--- src/rtl/eid_pkg.sv ---
package eid_pkg;

    typedef enum logic [1:0] {
        SENS_FALL_LOW = 2'b00,
        SENS_RISE     = 2'b01,
        SENS_FALL     = 2'b10,
        SENS_BOTH     = 2'b11
    } sens_e;

    typedef enum logic {
        SRC_IDLE = 1'b0,
        SRC_PEND = 1'b1
    } src_st_e;

endpackage

--- src/rtl/eid_sync.sv ---
module eid_sync #(
    parameter int W      = 4,
    parameter int STAGES = 2
) (
    input  logic         clk,
    input  logic         rst_n,
    input  logic [W-1:0] d,
    output logic [W-1:0] q
);
    localparam int LAST = STAGES - 1;

    logic [W-1:0] stage [STAGES];

    always_ff @(posedge clk or negedge rst_n) begin
        if (!rst_n) begin
            for (int i = 0; i < STAGES; i++) stage[i] <= '1;
        end else begin
            stage[0] <= d;
            for (int i = 1; i < STAGES; i++) stage[i] <= stage[i-1];
        end
    end

    assign q = stage[LAST];
endmodule

--- src/rtl/eid_cfg.sv ---
module eid_cfg
    import eid_pkg::*;
(
    input  logic       clk,
    input  logic       rst_n,
    input  logic       cpu_imask,
    input  logic       we,
    input  logic [1:0] wdata,
    output sens_e      sens
);
    logic accept;

    assign accept = we && cpu_imask;

    always_ff @(posedge clk or negedge rst_n) begin
        if (!rst_n)      sens <= SENS_FALL_LOW;
        else if (accept) sens <= sens_e'(wdata);
    end
endmodule

--- src/rtl/eid_source.sv ---
module eid_source
    import eid_pkg::*;
#(
    parameter int W = 4
) (
    input  logic         clk,
    input  logic         rst_n,
    input  logic [W-1:0] pins_s,
    input  sens_e        sens,
    input  logic         clr,
    output logic         irq
);
    logic [W-1:0] prev_q;
    logic [W-1:0] fall_v;
    logic [W-1:0] rise_v;
    logic         low_any;
    logic         trig;
    src_st_e      st_q;
    src_st_e      st_d;

    always_ff @(posedge clk or negedge rst_n) begin
        if (!rst_n) prev_q <= '1;
        else        prev_q <= pins_s;
    end

    assign fall_v  = prev_q & ~pins_s;
    assign rise_v  = ~prev_q & pins_s;
    assign low_any = |(~pins_s);

    always_comb begin
        unique case (sens)
            SENS_FALL_LOW: trig = (|fall_v) || low_any;
            SENS_RISE:     trig = |rise_v;
            SENS_FALL:     trig = |fall_v;
            SENS_BOTH:     trig = |(rise_v | fall_v);
        endcase
    end

    always_ff @(posedge clk or negedge rst_n) begin
        if (!rst_n) st_q <= SRC_IDLE;
        else        st_q <= st_d;
    end

    always_comb begin
        unique case (st_q)
            SRC_IDLE: st_d = trig ? SRC_PEND : SRC_IDLE;
            SRC_PEND: st_d = (clr && !trig) ? SRC_IDLE : SRC_PEND;
        endcase
    end

    always_comb begin
        irq = (st_q == SRC_PEND);
    end
endmodule

--- src/rtl/eid_top.sv ---
module eid_top
    import eid_pkg::*;
#(
    parameter int NA     = 4,
    parameter int NF     = 3,
    parameter int STAGES = 2
) (
    input  logic          clk,
    input  logic          rst_n,
    input  logic [NA-1:0] pins_a,
    input  logic [NF-1:0] pins_f,
    input  logic          cpu_imask,
    input  logic          cfg_we,
    input  logic [1:0]    cfg_wdata,
    input  logic          clr_a,
    input  logic          clr_f,
    output logic          irq_a,
    output logic          irq_f,
    output logic [1:0]    sens_rd
);
    sens_e         sens;
    logic [NA-1:0] a_s;
    logic [NF-1:0] f_s;

    eid_cfg u_cfg (
        .clk(clk), .rst_n(rst_n), .cpu_imask(cpu_imask),
        .we(cfg_we), .wdata(cfg_wdata), .sens(sens)
    );

    eid_sync #(.W(NA), .STAGES(STAGES)) u_sync_a (
        .clk(clk), .rst_n(rst_n), .d(pins_a), .q(a_s)
    );
    eid_sync #(.W(NF), .STAGES(STAGES)) u_sync_f (
        .clk(clk), .rst_n(rst_n), .d(pins_f), .q(f_s)
    );

    eid_source #(.W(NA)) u_src_a (
        .clk(clk), .rst_n(rst_n), .pins_s(a_s), .sens(sens),
        .clr(clr_a), .irq(irq_a)
    );
    eid_source #(.W(NF)) u_src_f (
        .clk(clk), .rst_n(rst_n), .pins_s(f_s), .sens(sens),
        .clr(clr_f), .irq(irq_f)
    );

    assign sens_rd = sens;
endmodule

--- config.mk ---
export PLATFORM = sky130hd
export DESIGN_NAME = eid_top
export DESIGN_NICKNAME = d
export VERILOG_FILES = /design/src/rtl/eid_pkg.sv /design/src/rtl/eid_sync.sv /design/src/rtl/eid_cfg.sv /design/src/rtl/eid_source.sv /design/src/rtl/eid_top.sv
export SDC_FILE = /design/constraint.sdc
export NUM_CORES = 1
export LEC_CHECK = 0
export ABC_CLOCK_PERIOD_IN_PS = 5300
export BUFFER_PORTS_ARGS = -buffer_cell sky130_fd_sc_hd__buf_2
export CAP_MARGIN = 20
export CORE_ASPECT_RATIO = 1.2
export CORE_MARGIN = 3
export CORE_UTILIZATION = 57
export CTS_CLUSTER_SIZE = 10
export DETAILED_ROUTE_END_ITERATION = 16
export HOLD_SLACK_MARGIN = 0.1
export PLACE_DENSITY = 0.81
export SYNTH_ARGS = -nofsm -noshare
export SYNTH_HDL_FRONTEND = slang
export SYNTH_HIERARCHICAL = 1
export SYNTH_SLANG_ARGS = --single-unit
export TNS_END_PERCENT = 20
--- constraint.sdc ---
create_clock -name clk -period 5.3 [get_ports clk]
set_input_delay 0.795 -clock clk [delete_from_list [all_inputs] [get_ports clk]]
set_output_delay 0.795 -clock clk [all_outputs]
set_load 0.05 [all_outputs]
==> impl_metrics.ini <==
[outcome]
status = complete, no violations

[clock_network]
clk_latency_ns = 0.30
cts-hold-fix-buffers = 0
cts_made_buffers = 3
clk_pin_slew_ns = 0.12
tritoncts = yes
post_cts_buffers = 0
htreeDepth = 1
clock_path_buffers = 2
root_buffer = clkbuf_4
ctsResizeCount = 0
cts_sinks = 25

[critical_path]
cp-end-kind = primary output
ff2ff_path_depth = 5
cp_top_family = flip-flops
critPathSlowestCell = dfrtp_1
rrSetupSlack_ns = 3.43
crit_buf_inv = 1
r2r-start = u_src_a/prev_q[0]
crit_required_ns = 4.51
cp_max_fo = 8
path_class = flop to primary output
start_kind = flop
r2r_end = u_src_a/irq
cp_cell_sequence = buf_2
arrival_ns = 1.11
cp_slowest_stage_delay_ns = 0.49

[route]
drc = 0
wire_per_inst_um = 12.7
antenna_left = 0
vias = 589
first_iter_violations = 0
via_per_inst = 5.17
drtPass1Iterations = 1
drt_wl_total_um = 1450

[yosys]
yosysUniqueCellTypes = 20
ys_seq_area_share_pct = 60.7
synth_warnings = 6
ys_ff_latch = 25
synth_area_sq_um = 1070
synthesis.nets = 110
avgSynthCellArea_sq_um = 13.3
syn_inst = 81

[sta]
drv_slew = 0
finalCritPeriodShare_pct = 35.9
final.setup_skew_ns = 0.00165
final.min_clock_period_ns = 1.90
setup_ws_ns = 3.40
fin_tns_setup_ns = 0
worst_slew_pin_slew_ns = 0.502
hold_viol = 0
relSlewSlack_pct = 66.6
final-setup-viol-count = 0
timing.fmax_mhz = 526
rsz0062_at_grt = no

[layout]
fin_nets = 126
stdcell_area_sq_um = 1160
final_cell_mix = dfstp_2 (21), buf_2 (18), inv_1 (16), ha_1 (14), dfrtp_1 (4)
fin_cells = 114
drive_gt1_share_pct = 46.9
mostFrequentLayoutCell = dfstp_2
n_antenna_cell = 0
syn_to_final_growth_pct = 8.04
utilization_pct = 68.2

[floorplanning]
die_w_um = 45.6
die_y_um = 53.5
die_area_sq_um = 2440
core_area_sq_um = 1700
io_pins = 19
rows = 16
initial_core_util_pct = 63.1

[grt]
grt_pass1_wl_um = 2280
grt_max_degree = 26
grt_pass1_vias = 568
grt_overflow = 0
antenna_found_initial = 0
grt_usage_pct = 13.3

[job]
maxCapViolCount = 0

[place]
dp.final_hpwl_um = 1110
dpl_cell_area_sq_um = 1130
io_buffers = 18
gp_congestion = 0.812
pre_cts_ws_ns = 3.45
dp.cells = 110

[power_and_ir_drop]
swShare_pct = 26.6
clkPwrFrac_pct = 22.9
power.switching_mw = 0.0936
power_frac_seq_pct = 62.6
ir_drop_mv = 0.216
power.density_nw_per_um2 = 303
leakagePower_nw = 0.591
combPwrFrac_pct = 14.5
p_int_mw = 0.258

[worst_hold_path]
min-delay-start = u_sync_a/stage[6]
min_to = u_sync_a/q[2]
worstHoldPathType = flop to flop
hold_path_depth = 0
-- stage by stage --
step	hold slack, ns	total power [mW]
final	0.364	0.352
after global routing	0.368	0.370
after CTS	0.365	0.356
after detailed placement	0.347	0.275
after global placement	0.346	0.272
after floorplan	0.345	0.258
-- layer usage --
| layer | part of all wire (%) | GRT usage [%] |
|---|---|---|
| met1 | 43 | 15.3 |
| met2 | 50 | 23.0 |
| met3 | 5.9 | 2.01 |
| met4 | 0.76 | 7.32 |
| met5 | 0 | 0 |
-- cells by family (layout without fill, tap and decap cells) --
logic type / count (synthesis) / after routing / share of synthesized area (%)
buffers and inverters: 23 / 38 / 10.5
and+or+nand+nor: 11 / 11 / 6.41
muxes: 2 / 2 / 2.10
DFF: 25 / 25 / 60.7
adders and majority gates: 14 / 14 / 16.3
AOI/OAI and AO/OA: 6 / 6 / 3.96
-- power groups by stage --
stage	Combinational [mW]	Sequential, mW	Clock (mW)
after global placement	0.0490	0.222	0
final	0.0510	0.220	0.0807
after global routing	0.0559	0.222	0.0918
after CTS	0.0519	0.220	0.0836
after floorplan	0.0232	0.235	0
after detailed placement	0.0518	0.224	0
-- cell type report --
type / count / area (sq um)
sequential: 25 / 652
fill: 145 / 542
multi-input combinational: 33 / 309
timing repair buffer: 18 / 90.1
inverter: 16 / 60.1
clock buffer: 4 / 26.3
tap: 18 / 22.5
-- sequential cells by signal, summed over array words and instances (netlist names) --
signal / cells
u_sync_a/q: 4
u_src_f/irq: 1
u_src_f/prev_q: 3
u_cfg/sens: 2
u_sync_f/q: 3
u_sync_f/stage: 3
u_src_a/prev_q: 4
u_sync_a/stage: 4
u_src_a/irq: 1
-- how the worst max path moves through the flow --
stage	start	endpoint	slack [ns]	cells after the start
4_1_cts	u_cfg/sens[1]	sens_rd[1]	3.39	1
3_5_place_dp	u_src_a/prev_q[0]	u_src_a/irq	3.45	5
2_1_floorplan	u_src_a/prev_q[0]	u_src_a/irq	3.54	5
3_3_place_gp	u_src_a/prev_q[0]	u_src_a/irq	3.53	5
5_1_grt	u_cfg/sens[1]	sens_rd[1]	3.33	1
6_report	u_cfg/sens[1]	sens_rd[1]	3.40	1
-- synthesized netlist by cell type, drive strengths merged --
library cell,number,area [sq um]
and3,1,7.51
a21boi,1,7.51
o22ai,2,12.5
inv,16,60.1
a31oi,1,6.26
buf,7,52.6
mux2,2,22.5
nand3,1,5.00
nor2,1,3.75
nand2,1,3.75
dfrtp,4,100
or4,3,22.5
nand4,1,6.26
dfstp,21,552
and4,1,8.76
a211o,1,8.76
nor4,1,6.26
ha,14,175
nor3,1,5.00
o21a,1,7.51
Power figures use the tool's default switching activity.
